File: src/rtl/rxd_pkg.sv
package rxd_pkg;
    localparam int WORD_W  = 32;
    localparam int N_WORDS = 8;
    localparam int DESC_W  = WORD_W * N_WORDS;
    localparam int CODE_W  = 5;
    localparam int RING_W  = 5;
    localparam int N_ENT   = 1 << CODE_W;

    // bit positions inside the flat descriptor
    localparam int POS_FRAG      = 2 * WORD_W + 8;
    localparam int POS_BAR       = 2 * WORD_W + 11;
    localparam int POS_PNV       = 2 * WORD_W + 12;
    localparam int POS_CODE      = 5 * WORD_W + 22;
    localparam int POS_FRAMELESS = 5 * WORD_W + 27;
    localparam int POS_EXC       = 6 * WORD_W + 11;
    localparam int POS_DELINK    = 6 * WORD_W + 12;
    localparam int POS_OVV       = 6 * WORD_W + 13;
    localparam int POS_OVR       = 6 * WORD_W + 14;

    typedef enum logic [1:0] {
        PATH_NORMAL = 2'd0,
        PATH_BYPASS = 2'd1,
        PATH_EXCEPT = 2'd2
    } path_e;

    typedef struct packed {
        logic              frag;
        logic              bar;
        logic              pn_valid;
        logic              frameless;
        logic              exc;
        logic              delink;
        logic              ovr_valid;
        logic [RING_W-1:0] ovr_ring;
        logic [CODE_W-1:0] code;
    } fields_t;

    typedef struct packed {
        logic [RING_W-1:0] ring;
        path_e             path;
        logic              delink;
        logic              pn_check;
        logic              exception;
        logic              bar;
    } route_t;
endpackage

File: src/rtl/rxd_field_extract.sv
module rxd_field_extract
    import rxd_pkg::*;
(
    input  logic [DESC_W-1:0] desc_i,
    output fields_t           fld_o
);
    always_comb begin
        fld_o.frag      = desc_i[POS_FRAG];
        fld_o.bar       = desc_i[POS_BAR];
        fld_o.pn_valid  = desc_i[POS_PNV];
        fld_o.frameless = desc_i[POS_FRAMELESS];
        fld_o.exc       = desc_i[POS_EXC];
        fld_o.delink    = desc_i[POS_DELINK];
        fld_o.ovr_valid = desc_i[POS_OVV];
        fld_o.ovr_ring  = desc_i[POS_OVR +: RING_W];
        fld_o.code      = desc_i[POS_CODE +: CODE_W];
    end

    // the remaining descriptor words are carried by other stages
    logic unused_desc;
    assign unused_desc = ^desc_i;
endmodule

File: src/rtl/rxd_ring_remap.sv
module rxd_ring_remap
    import rxd_pkg::*;
#(
    parameter int NUM_DIRECT = 7,
    parameter int CFG_AW     = 6
) (
    input  logic              clk,
    input  logic              rst_n,
    input  logic              cfg_wr,
    input  logic [CFG_AW-1:0] cfg_addr,
    input  logic [RING_W-1:0] cfg_wdata,
    input  logic [CODE_W-1:0] code_i,
    output logic [RING_W-1:0] mapped_o,
    output logic [RING_W-1:0] frag_ring_o
);
    localparam logic [CFG_AW-1:0] FRAG_ADDR = CFG_AW'(N_ENT);

    typedef struct packed {
        logic [N_ENT-1:0][RING_W-1:0] tbl;
        logic [RING_W-1:0]            frag;
    } cfg_t;

    cfg_t cfg_d, cfg_q;
    logic tbl_wr;

    assign tbl_wr = cfg_wr && (cfg_addr < FRAG_ADDR);

    always_comb begin
        cfg_d = cfg_q;
        if (tbl_wr)
            cfg_d.tbl[cfg_addr[CODE_W-1:0]] = cfg_wdata;
        if (cfg_wr && cfg_addr == FRAG_ADDR)
            cfg_d.frag = cfg_wdata;
    end

    always_ff @(posedge clk or negedge rst_n) begin
        if (!rst_n) cfg_q <= '0;
        else        cfg_q <= cfg_d;
    end

    always_comb begin
        if (code_i < CODE_W'(NUM_DIRECT)) mapped_o = RING_W'(code_i);
        else                              mapped_o = cfg_q.tbl[code_i];
    end
    assign frag_ring_o = cfg_q.frag;

    // a table write lands in the addressed entry
    p_tbl_write_r8: assert property (@(posedge clk) disable iff (!rst_n)
        tbl_wr |=> cfg_q.tbl[$past(cfg_addr[CODE_W-1:0])] == $past(cfg_wdata));

    // a write to the fragment address updates the fragment ring
    p_frag_write_r5: assert property (@(posedge clk) disable iff (!rst_n)
        (cfg_wr && cfg_addr == FRAG_ADDR) |=> frag_ring_o == $past(cfg_wdata));
endmodule

File: src/rtl/rxd_route_decide.sv
module rxd_route_decide
    import rxd_pkg::*;
(
    input  fields_t           fld_i,
    input  logic [RING_W-1:0] mapped_i,
    input  logic [RING_W-1:0] frag_ring_i,
    output route_t            rt_o
);
    always_comb begin
        rt_o = '0;
        if (fld_i.exc) begin
            rt_o.path      = PATH_EXCEPT;
            rt_o.exception = 1'b1;
            rt_o.delink    = fld_i.delink;
            rt_o.ring      = fld_i.ovr_valid ? fld_i.ovr_ring : mapped_i;
            rt_o.bar       = fld_i.bar;
        end else if (fld_i.frameless) begin
            rt_o.path = PATH_NORMAL;
            rt_o.bar  = 1'b1;
        end else if (fld_i.frag) begin
            rt_o.path = PATH_BYPASS;
            rt_o.ring = frag_ring_i;
            rt_o.bar  = fld_i.bar;
        end else begin
            rt_o.path     = PATH_NORMAL;
            rt_o.ring     = mapped_i;
            rt_o.delink   = 1'b1;
            rt_o.pn_check = fld_i.pn_valid;
            rt_o.bar      = fld_i.bar;
        end
    end
endmodule

File: src/rtl/rxd_dispatch.sv
module rxd_dispatch
    import rxd_pkg::*;
#(
    parameter int NUM_DIRECT = 7,
    parameter int CFG_AW     = 6
) (
    input  logic              clk,
    input  logic              rst_n,
    input  logic              in_valid,
    output logic              in_ready,
    input  logic [255:0]      in_desc,
    input  logic              cfg_wr,
    input  logic [CFG_AW-1:0] cfg_addr,
    input  logic [4:0]        cfg_wdata,
    output logic              out_valid,
    input  logic              out_ready,
    output logic [4:0]        out_ring,
    output logic [1:0]        out_path,
    output logic              out_delink,
    output logic              out_pn_check,
    output logic              out_exception,
    output logic              out_bar
);
    typedef struct packed {
        logic   valid;
        route_t rec;
    } stage_t;

    fields_t           fld;
    logic [RING_W-1:0] mapped, frag_ring;
    route_t            rt;
    stage_t            st_d, st_q;

    rxd_field_extract u_extract (.desc_i(in_desc), .fld_o(fld));

    rxd_ring_remap #(.NUM_DIRECT(NUM_DIRECT), .CFG_AW(CFG_AW)) u_remap (
        .clk(clk), .rst_n(rst_n), .cfg_wr(cfg_wr), .cfg_addr(cfg_addr),
        .cfg_wdata(cfg_wdata), .code_i(fld.code), .mapped_o(mapped),
        .frag_ring_o(frag_ring)
    );

    rxd_route_decide u_decide (
        .fld_i(fld), .mapped_i(mapped), .frag_ring_i(frag_ring), .rt_o(rt)
    );

    assign in_ready = !st_q.valid || out_ready;

    always_comb begin
        st_d = st_q;
        if (out_ready) st_d.valid = 1'b0;
        if (in_valid && in_ready) begin
            st_d.valid = 1'b1;
            st_d.rec   = rt;
        end
    end

    always_ff @(posedge clk or negedge rst_n) begin
        if (!rst_n) st_q <= '0;
        else        st_q <= st_d;
    end

    assign out_valid     = st_q.valid;
    assign out_ring      = st_q.rec.ring;
    assign out_path      = st_q.rec.path;
    assign out_delink    = st_q.rec.delink;
    assign out_pn_check  = st_q.rec.pn_check;
    assign out_exception = st_q.rec.exception;
    assign out_bar       = st_q.rec.bar;

    // a stalled record is held unchanged
    p_hold_r10: assert property (@(posedge clk) disable iff (!rst_n)
        (out_valid && !out_ready) |=> out_valid && $stable(st_q.rec));

    // an accepted descriptor always produces a record next cycle
    p_accept_r10: assert property (@(posedge clk) disable iff (!rst_n)
        (in_valid && in_ready) |=> out_valid);

    // the exception marker and the exception path agree
    p_exc_mark_r2: assert property (@(posedge clk) disable iff (!rst_n)
        out_valid |-> (out_exception == (out_path == PATH_EXCEPT)));

    // bypass records never ask for PN check or delinking
    p_bypass_flags_r5: assert property (@(posedge clk) disable iff (!rst_n)
        (out_valid && out_path == PATH_BYPASS) |-> !out_pn_check && !out_delink);

    // exception records never request a PN check
    p_exc_nopn_r2: assert property (@(posedge clk) disable iff (!rst_n)
        (out_valid && out_exception) |-> !out_pn_check);
endmodule

File: config.mk
export PLATFORM = sky130hd
export DESIGN_NAME = rxd_dispatch
export DESIGN_NICKNAME = d
export VERILOG_FILES = /design/src/rtl/rxd_pkg.sv /design/src/rtl/rxd_field_extract.sv /design/src/rtl/rxd_ring_remap.sv /design/src/rtl/rxd_route_decide.sv /design/src/rtl/rxd_dispatch.sv
export SDC_FILE = /design/constraint.sdc
export NUM_CORES = 1
export LEC_CHECK = 0
export BUFFER_PORTS_ARGS = -buffer_cell sky130_fd_sc_hd__buf_4
export CORE_ASPECT_RATIO = 0.5
export CORE_UTILIZATION = 53
export CTS_CLUSTER_SIZE = 14
export DETAILED_ROUTE_END_ITERATION = 10
export PLACE_DENSITY = 0.86
export SYNTH_ARGS = -nofsm -noshare
export SYNTH_HDL_FRONTEND = slang
export SYNTH_SLANG_ARGS = --single-unit
export TNS_END_PERCENT = 50
File: constraint.sdc
create_clock -name clk -period 2.3 [get_ports clk]
set_input_delay 0.115 -clock clk [delete_from_list [all_inputs] [get_ports clk]]
set_output_delay 0.115 -clock clk [all_outputs]
set_load 0.005 [all_outputs]
==> results of run 1 <==
stage by stage:
step           area [um2]    util  power [mW]  hold WS (ps)  instances
2_1_floorplan        7443       -       3.915        -180.6        532
3_3_place_gp         7896  0.5795       4.201         116.2        748
3_5_place_dp         7896  0.5795       4.268         116.5        748
4_1_cts              8509  0.6245       7.016         8.123        784
5_1_grt              8509  0.6245       7.233         8.076        784
6_report             8509  0.6245       7.015         6.415        784
flip-flops by register name, summed over array words and instances (netlist names):
register             count
out_bar                  1
out_delink               1
out_path                 2
out_pn_check             1
out_ring                 5
out_valid                1
u_remap.cfg_q          139
u_remap.frag_ring_o      5
per-layer routing:
metal	routed length [um]	share of wire
met5	0	0
met4	329	0.018
met3	1212	0.067
met2	8954	0.49
met1	7639	0.42
timing repair:
action / in CTS / in global routing
endpoints found under the hold margin: 58 / 0
setup endpoints to repair: 0 / 0
hold buffers: 4 / 0
cell usage after synthesis, types with 2 or more instances:
cell | number | share of area
nand3b_1 | 6 | 0.0061
mux2_2 | 147 | 0.22
a221oi_1 | 4 | 0.0047
o21ai_1 | 3 | 0.0020
a21oi_1 | 6 | 0.0040
nor3b_1 | 6 | 0.0061
and2_1 | 3 | 0.0025
nand3_1 | 8 | 0.0054
nor2_1 | 28 | 0.014
mux2i_1 | 15 | 0.020
a221o_1 | 2 | 0.0027
a31oi_1 | 5 | 0.0042
nand2_1 | 34 | 0.017
nor2b_1 | 4 | 0.0034
a2bb2oi_1 | 2 | 0.0024
buf_4 | 4 | 0.0040
buf_6 | 5 | 0.0076
a22oi_1 | 3 | 0.0030
dfrtp_1 | 155 | 0.52
nor3_1 | 6 | 0.0040
buf_12 | 3 | 0.0081
inv_1 | 4 | 0.0020
buf_2 | 2 | 0.0013
clkbuf_1 | 17 | 0.0086
mux4_2 | 16 | 0.048
o21ai_0 | 8 | 0.0054
mux4_1 | 13 | 0.046
nand4_1 | 2 | 0.0017
nand2b_1 | 3 | 0.0025
final timing paths:
check	startpoint	end	slack, ps	depth (start not counted)
worst max-delay path	out_valid$_DFFE_PN0P_	out_ring[1]$_DFFE_PN0P_	450	5
worst min-delay path	in_desc[204]	out_delink$_DFFE_PN0P_	6	3
worst max register to register	out_valid$_DFFE_PN0P_	out_ring[1]$_DFFE_PN0P_	450	5
worst min register to register	u_remap.cfg_q[46]$_DFFE_PN0P_	u_remap.cfg_q[46]$_DFFE_PN0P_	500	1
max in group asynchronous	rst_n	u_remap.cfg_q[145]$_DFFE_PN0P_	1390	3
min in group asynchronous	rst_n	out_valid$_DFFE_PN0P_	220	2
final cells by class:
| type | instances | area (um2) | area share |
|---|---|---|---|
| Clock buffer | 19 | 442.9 | 0.05205 |
| Sequential cell | 155 | 3879 | 0.4558 |
| Timing Repair Buffer | 60 | 476.7 | 0.05602 |
| Tap cell | 192 | 240.2 | 0.02823 |
| Inverter | 4 | 15.01 | 0.001764 |
| Multi-Input combinational cell | 341 | 3326 | 0.3908 |
| Clock inverter | 13 | 130.1 | 0.01529 |
logic make-up (layout without fill, tap and decap cells):
group | after synthesis | in the layout | synth area share
multiplexers | 191 | 191 | 0.3369
flip-flops | 155 | 155 | 0.5211
AND/OR/NAND/NOR | 107 | 107 | 0.06976
AO/OA/AOI/OAI | 43 | 43 | 0.04018
buffers and inverters | 36 | 96 | 0.03211
critical path: stages, from the launching register on:
cell and delay [ps]:
dfrtp_1 380, nand2b_1 130, nand2_1 300, a221o_1 400, a2111oi_1 410, nor3_1 100
power groups by stage:
stage / Clock [mW] / Combinational, mW / Sequential [mW]
after floorplan: 0 / 0.665 / 3.25
after global placement: 0 / 0.913 / 3.29
after detailed placement: 0 / 0.950 / 3.32
after CTS: 2.76 / 0.974 / 3.28
after global routing: 2.86 / 1.04 / 3.32
final: 2.75 / 0.975 / 3.29
==> metrics.csv, run 1 <==
metric,value,unit
outcome,completed,
clk-insertion-delay-late,430,ps
portBuffers,45,
clock_path_buffers,2,
p_int,5.169,mW
drv_slew,0,
pre_cts_slack,270.2,ps
place_congestion,0.8925,
fillers,960,
crit_type,reg -> reg,
die-area,0.01455,mm2
power_leakage,3.999,nW
area_growth,14.32,%
avgSynthCellArea,13.99,um2
p_sw,1.846,mW
clockPowerShare,0.391,
grt_setup_unrepaired,no,
syn-instance-count,532,
min_period,1850,ps
synth-seq-cells,155,
ant_nets,0,
routedWlPerCell,23.13,um
cts.clk_slew.worst_paths,60,ps
die_w,169.6,um
postCtsSetupBuffers,0,
ys.flop_type,dfrtp_1,
netSwitchingFraction,0.2631,
setup_viol,0,
worstMarginPinSlew,773.5,ps
tritoncts,built,
crit_arrival,2140,ps
fin_skew,6.858,ps
grt_pass1_vias,5021,
start_util,0.5463,
grt_pass1_wl,28520,um
fmax,0.5404,GHz
hold_viol,0,
cts.sinks,155,
grt_usage,0.2656,
final_cell_mix,"155 x dfrtp_1, 147 x mux2_2, 54 x buf_4",
async_flop_share,1.000,
ios,285,
viasPerCell,6.186,
relSlewSlack,0.4832,
finalCritPeriodShare,0.8046,
htreeDepth,4,
grt_overflow,0,
pwr-share-comb,0.139,
end_kind,flop,
use_met2,0.4437,
crit_required,2590,ps
worst_slack,449.5,ps
grt.busiest_layer,met2,
seqPwrFrac,0.469,
die_y,85.80,um
layout_commonest_cell,dfrtp_1,
drt_wl_total,18140,um
cts-resized-gates,0,
use_met3,0.05907,
drc,0,
vias,4850,
nNetsFinal,851,
dpl.hpwl,11320,um
layout-drive-gt1-share,0.4291,
root_buffer,clkbuf_16,
n_antenna_cell,0,
hold_path_class,in -> reg,
syn_area,0.007443,mm2
setup-tns-final,0,ps
grt_use_met1,0.3518,
antenna_found_initial,1,
ys.warnings.count,0,
first_iter_violations,331,
cp-start-kind,flop,
cts_buffers,17,
yosysSeqAreaShare,0.5211,
power.density,824.4,mW/mm2
dr.pass1.iters,5,
core_area,0.01363,mm2
max_cap_viol_count,0,
netlist-cell-type-count,47,
grt_max_degree,60,
vdd_drop_max,0.0006516,V
rows,30,
syn-num-nets,804,
crit_path_max_fanout,14,
synth_edf_count,0,
Power figures use the tool's default switching activity.
==> inputs of run 2 (changes only) <==
ABC_AREA = 1   (was unset)
CORE_UTILIZATION = 49   (was 53)
PLACE_DENSITY = 0.8   (was 0.86)
clock period = 1.78 ns   (was 2.3 ns; I/O delays follow)
==> run 2 against run 1 <==
Compared with the run above: via count rose by 38%; combinational power rose by 31%; fmax rose by 19%; largest cell class unchanged.
==> metrics.csv, run 2 <==
metric,value,unit
outcome,completed,
antenna_found_initial,0,
largest-register,u_remap.cfg_q,
core_area,0.01451,mm2
min_period,1557,ps
grt_pass1_vias,6191,
ys.flop_type,dfrtp_1,
hp-start,in_desc[187],
end_kind,flop,
dr_wl_met3,1750,um
portBuffers,45,
yosysTopAreaCellShare,0.5303,
ys.warnings.count,0,
syn-instance-count,904,
cts.sinks,155,
fillers,1205,
clock_path_buffers,2,
netlist-cell-type-count,30,
cp-start-kind,flop,
layout_commonest_cell,nand2_1,
hold-worst-slack,12.26,ps
vdd_drop_max,0.0006551,V
fmax,0.6421,GHz
async_flop_share,1.000,
htreeDepth,4,
root_buffer,clkbuf_16,
yosysSeqAreaShare,0.5303,
met2_length,9512,um
hold_path_class,in -> reg,
drc,0,
crit_arrival,1860,ps
ff_latch_area,0.003879,mm2
final_area,0.008598,mm2
grt_usage,0.2714,
setup-tns-final,0,ps
seqPwrFrac,0.465,
top_layer,met4,
drv_slew,0,
vias,6681,
start_util,0.5042,
syn-num-nets,1176,
tritoncts,built,
ios,285,
cts.clk_slew.worst_paths,60,ps
die_w,174.8,um
grt_overflow,0,
multi_input_area,0.003104,mm2
max_cap_viol_count,0,
drt_wl_total,20180,um
avgSynthCellArea,8.091,um2
area_growth,17.55,%
wl_met1,8493,um
grt_pass1_wl,32030,um
crit_path_max_fanout,4,
power.density,1061,mW/mm2
grt_max_degree,53,
clockPowerShare,0.395,
synth-seq-cells,155,
pwr-share-comb,0.140,
synthTopCellsByArea,"dfrtp_1 53%, nand2_1 16%, o21ai_0 11%",
r2r_start,out_valid$_DFFE_PN0P_,
crit_type,reg -> reg,
first_iter_violations,927,
hold_viol,0,
rows,31,
synth_edf_count,0,
power_leakage,4.046,nW
relSlewSlack,0.6493,
clk-insertion-delay-late,420,ps
largest_register_ffs,139,
synth_commonest_cells,"304 x nand2_1, 156 x o21ai_0, 155 x dfrtp_1",
worstMarginPinSlew,526.0,ps
yosys.area.top_type,dfrtp_1,
dr.pass1.iters,7,
cts_hold_buf,6,
syn_area,0.007315,mm2
die-area,0.01545,mm2
cts-resized-gates,0,
cts_buffers,17,
crit_required,2080,ps
viasPerCell,5.715,
dpl.hpwl,12880,um
ant_nets,0,
place_area,0.007949,mm2
postCtsSetupBuffers,0,
place_congestion,0.8700,
final_cell_mix,"304 x nand2_1, 156 x o21ai_0, 155 x dfrtp_1",
nNetsFinal,1230,
grt_setup_unrepaired,no,
n_antenna_cell,0,
fin_skew,6.804,ps
setup_viol,0,
finalCritPeriodShare,0.8749,
routedWlPerCell,17.26,um
synth.most_common_cell,nand2_1,
die_y,88.40,um
p_sw,2.552,mW
layout-drive-gt1-share,0.1555,
startpoint,out_valid$_DFFE_PN0P_,
p_int,6.573,mW
netSwitchingFraction,0.2797,
==> run 2: metrics by stage <==
step	worst slack (ps)	power (mW)	instances	utilization
floorplan	499.4	5.004	904	-
global placement	254.0	5.460	1131	0.5480
detailed placement	233.7	5.521	1131	0.5480
CTS	236.2	9.130	1169	0.5927
global route	144.4	9.522	1169	0.5927
finish	222.7	9.125	1169	0.5927
==> run 2: power by group through the flow <==
stage,Combinational [mW],Clock [mW],Sequential (mW)
finish,1.28,3.60,4.24
global route,1.44,3.80,4.29
CTS,1.27,3.63,4.23
detailed placement,1.24,0,4.28
global placement,1.19,0,4.27
floorplan,0.779,0,4.23
==> run 2: final timing paths <==
check	end	slack, ps	cells past startpoint
hold / removal	out_bar$_DFFE_PN0P_	10	3
setup reg to reg	out_delink$_DFFE_PN0P_	220	5
hold reg to reg	u_remap.cfg_q[13]$_DFFE_PN0P_	480	2
setup / recovery	out_delink$_DFFE_PN0P_	220	5
max in group asynchronous	u_remap.frag_ring_o[3]$_DFFE_PN0P_	830	3
min in group asynchronous	out_delink$_DFFE_PN0P_	210	2
==> run 2: metal layers <==
metal,up-vias,GRT usage
met5,-,0
met3,54,0.04682
met1,3196,0.3578
met4,0,0.1028
met2,346,0.4578
li1,3085,-
==> run 2: logic make-up (layout without fill, tap and decap cells) <==
family	count (synthesis)	count (layout)	share of synthesized area
and+or+nand+nor	423	423	0.2467
AOI/OAI and AO/OA	245	245	0.1736
DFF	155	155	0.5303
buffers and inverters	78	145	0.04533
muxes	3	3	0.004106
==> run 2: layout make-up <==
type | instances | share of cell area
Sequential cell | 155 | 0.4511
Inverter | 37 | 0.01615
Clock inverter | 15 | 0.01906
Multi-Input combinational cell | 671 | 0.3610
Clock buffer | 17 | 0.04948
Tap cell | 198 | 0.02881
Timing Repair Buffer | 76 | 0.07436
==> run 2: critical path: stages, from the launching register on <==
cell and delay (ps):
dfrtp_1 390, nand2_1 100, nand2_1 150, a21oi_1 180
dlygate4sd3_1 570, a21oi_1 60
